==> config.mk <==
export PLATFORM = sky130hd
export DESIGN_NAME = cmode_seq
export DESIGN_NICKNAME = d
export VERILOG_FILES = /design/src/rtl/cmode_seq.sv
export SDC_FILE = /design/constraint.sdc
export NUM_CORES = 1
export LEC_CHECK = 0
export ABC_AREA = 0
export CAP_MARGIN = 15
export CORE_AREA = 2 2 39 41
export CTS_CLUSTER_SIZE = 10
export DETAILED_ROUTE_END_ITERATION = 10
export DIE_AREA = 0 0 41 43
export HOLD_SLACK_MARGIN = 0.15
export PLACE_DENSITY = 0.66
export SLEW_MARGIN = 15
export SYNTH_ARGS = -nofsm -noshare
export SYNTH_HDL_FRONTEND = slang
export SYNTH_SLANG_ARGS = --single-unit
==> constraint.sdc <==
create_clock -name clk -period 1.4 [get_ports clk]
set_input_delay 0.35 -clock clk [delete_from_list [all_inputs] [get_ports clk]]
set_output_delay 0.35 -clock clk [all_outputs]
set_load 0.005 [all_outputs]
==> src/rtl/cmode_seq.sv <==
module cmode_seq (
  input  logic        clk,
  input  logic        rst,
  input  logic        in_valid,
  input  logic        in_word,
  input  logic [15:0] parcel,
  output logic [1:0]  fmt,
  output logic        illegal,
  output logic        nop,
  output logic        attn
);
  typedef enum logic [1:0] {M_STD = 2'd0, M_C16 = 2'd1, M_ONE = 2'd2} mode_t;

  localparam logic [1:0] F_STD = 2'b00;
  localparam logic [1:0] F_C10 = 2'b01;
  localparam logic [1:0] F_C16 = 2'b10;
  localparam logic [1:0] F_IMM = 2'b11;

  mode_t mode, mode_nx;

  wire bit_n   = parcel[15];
  wire bit_m   = parcel[0];
  wire hi_zero = (parcel[15:11] == 5'd0);
  wire sub_enc = (parcel[10:7] == 4'b0011);
  wire all_z   = (parcel == 16'h0000);

  always_comb begin
    fmt     = F_STD;
    illegal = 1'b0;
    nop     = 1'b0;
    attn    = 1'b0;
    mode_nx = mode;
    if (in_valid) begin
      case (mode)
        M_STD: begin
          if (hi_zero && !in_word) begin
            fmt     = F_C10;
            illegal = all_z;
            nop     = (parcel == 16'h0001);
            mode_nx = (bit_m && !all_z) ? M_C16 : M_STD;
          end
        end
        M_ONE: mode_nx = M_C16;
        default: begin
          fmt     = F_C16;
          illegal = all_z;
          nop     = (parcel == 16'h0001) || (parcel == 16'h8000);
          attn    = (parcel == 16'hC000);
          if (all_z)
            mode_nx = M_STD;
          else if (sub_enc)
            mode_nx = bit_m ? M_C16 : M_STD;
          else begin
            case ({bit_n, bit_m})
              2'b00: mode_nx = M_STD;
              2'b01: mode_nx = M_C16;
              2'b10: mode_nx = M_ONE;
              default: begin
                fmt     = F_IMM;
                mode_nx = M_C16;
              end
            endcase
          end
        end
      endcase
    end
  end

  always_ff @(posedge clk) begin
    if (rst) mode <= M_STD;
    else     mode <= mode_nx;
  end

  a_r11_hold_when_idle: assert property (@(posedge clk) disable iff (rst)
    !in_valid |=> $stable(mode));
  a_r8_illegal_to_std: assert property (@(posedge clk) disable iff (rst)
    illegal |=> (mode == M_STD));
  a_r5_single_standard: assert property (@(posedge clk) disable iff (rst)
    (in_valid && mode == M_ONE) |-> (fmt == F_STD && !illegal && !nop && !attn));
  a_r6_imm_stays: assert property (@(posedge clk) disable iff (rst)
    (fmt == F_IMM) |=> (mode == M_C16));
  a_r3_c10_entry: assert property (@(posedge clk) disable iff (rst)
    (fmt == F_C10 && parcel[0] && !illegal) |=> (mode == M_C16));
  a_r9_flags_exclusive: assert property (@(posedge clk) disable iff (rst)
    $onehot0({illegal, nop, attn}));
endmodule

==> results.ini <==
[global_routing]
gr-total-overflow=0
grt_pass1_wl_um=1700
grt_use_met1=0.156
grt.busiest_layer=met2
grt_max_degree=7
grt_use_met2=0.241
grt_pass1_vias=438
antenna_found_initial=0
met3_usage=0.0314
grt_use_total=0.138

[cells_and_area]
reg.largest.list=mode x2
largest_register_ffs=2
layout.cells.non_filler=88
largest_register=mode
area_growth_pct=151
drive_above_1_share=0.667
antennaDiodeCount=0
nets=94

[drt]
drt-initial-drc-count=5
drt-pass1-iter-count=4
postRouteAntennaNets=0
totalWireLength_um=1030
drc=0
vias=426
vias_per_cell=4.84
wl_per_cell_um=11.7

[cts]
numCtsBuffers=3
cts_tree=built
clock_sinks=2
clkSlewWorstSetupHoldPaths_ps=30
hold_buffers=0
cts_root_buffer=clkbuf_4
clkLatencyLatePin_ps=220
cts_buffer_depth=2
htreeDepth=1

[critical_path]
critPathRequiredTime_ps=1050
cpMaxStageDelayCell=nor4b_4
cp_top_family=simple AND/OR/NAND/NOR gates
worst-path-stages=6
crit_buf_inv=3
crit_path_max_fanout=3
critPathCaptureType=primary output
arrival_ps=1400
worstPathCellList=buf_6, nor4b_4, nand4_1, buf_4, nor4b_2, buf_2
regToRegStartpoint=mode[0]$_SDFFE_PP0P_
r2r_cells=4
slowest_delay_ps=260
cp-start-kind=primary input
worstReg2RegEnd=mode[1]$_SDFFE_PP0P_
critPathKind=in2out
r2r_slack_ps=380

[placed_design]
place_inst=80
finalWeightedCongestion=0.746
port_buffers=24
hpwl_um=665

[logic_synthesis]
yosys_warnings=0
async_reset_ff_frac=0
synth-seq-cells=2
synth.cell_area_um2=263
syn_inst=31
synth_cell_type_count=20
avgSynthCellArea_um2=8.48
synth-edff-count=0
ys.flop_type=dfxtp_1
synth_nets=51
synth-seq-area-share=0.152

[floorplanning]
io-pin-count=25
dieArea_um2=1760
start_util=0.190
core_area_um2=1380
die-height_um=43
rows=14
die_x_um=41

[timing]
setup_ws_ps=-349
finalCriticalPeriod_ps=1750
fin_skew_ps=3.62
rsz0062_at_grt=yes
max_freq_mhz=572
tightest_slew_ps=242
max_slew_margin=0.838
setup_viol=4
slew_viol_final=0
hold_viol=0
layout_worst_path_cycle_share=1.25

[hold_path]
worstHoldStart=in_valid
whs_path_depth=4
hp-class=in2reg
min_to=mode[0]$_SDFFE_PP0P_

[power_and_ir_drop]
vdd_drop_max_uv=293
power_w=0.000286
p_leak_nw=0.290
power.density_nw_per_um2=434

[run_status]
violations=negative setup slack
status=finished, violations left

[run]
cap_violations=0

synth_stat cells (all sizes together), types with 2 or more instances:
cell | instances | area, um2
a32oi | 2 | 17.5
nor4b | 2 | 30.0
dfxtp | 2 | 40.0
a21oi | 2 | 10.0
nor3 | 3 | 26.3
nand4 | 2 | 12.5
nor2 | 5 | 18.8
nor4 | 3 | 33.8
metrics by stage:
step / instance area [um2] / hold WS [ps] / setup TNS (ps) / setup WS [ps] / utilization
after floorplan: 263 / 422 / -10.7 / -10.7 / -
after global placement: 594 / 645 / -4550 / -1030 / 0.429
after detailed placement: 594 / 640 / -4590 / -1040 / 0.429
after CTS: 651 / 538 / -917 / -382 / 0.470
after global routing: 659 / 565 / -1230 / -467 / 0.476
final: 659 / 538 / -865 / -349 / 0.476
per-layer routing:
layer / routed length (um) / share of wire
met5: 0 / 0
met3: 78 / 0.076
met1: 407 / 0.40
met2: 541 / 0.53
met4: 0 / 0
timing repair:
item	4_1_cts	5_1_grt
gates cloned	0	0
gates resized for setup	86	10
endpoints found under the setup margin	6	5
buffers inserted	4	1
pin swaps	12	8
logic make-up after synthesis:
logic type | after synthesis | synth area share
flip-flops | 2 | 0.152
AO/OA/AOI/OAI | 5 | 0.138
XOR/XNOR | 1 | 0.0333
AND/OR/NAND/NOR | 21 | 0.648
buffers and inverters | 2 | 0.0285
worst reg2reg max path, stage by stage (launching register included):
cell	delay, ps
dfxtp_4	340
buf_4	140
and3b_1	190
a32oi_1	190
nor2_1	50
worst max-delay path by stage:
stage | startpoint | endpoint | slack [ps]
6_report | parcel[6] | illegal | -350
5_1_grt | parcel[7] | illegal | -470
4_1_cts | parcel[6] | illegal | -380
3_5_place_dp | parcel[7] | illegal | -1040
3_3_place_gp | parcel[7] | illegal | -1030
2_1_floorplan | parcel[7] | illegal | -10
report_power, final:
group / internal, W / switching, W
registers: 0.0000557 / 0.000000102
clock network: 0.0000944 / 0.0000302
logic: 0.0000640 / 0.0000422
total: 0.000214 / 0.0000725
layout make-up:
class	count	area, um2
fillers	148	724
repair buffers	39	305
multi-input cells	27	263
flip-flops and latches	2	45.0
clock buffers	3	22.5
well taps	16	20.0
inverters	1	3.75
layout by cell type (no fill, tap or decap), drive strengths merged, types with 3 or more instances in the layout:
cell            n
clkbuf          5
nor4            3
buf            30
nor2            5
nor3            3
clkdlybuf4s15   4
(Power assumes the default switching activity.)
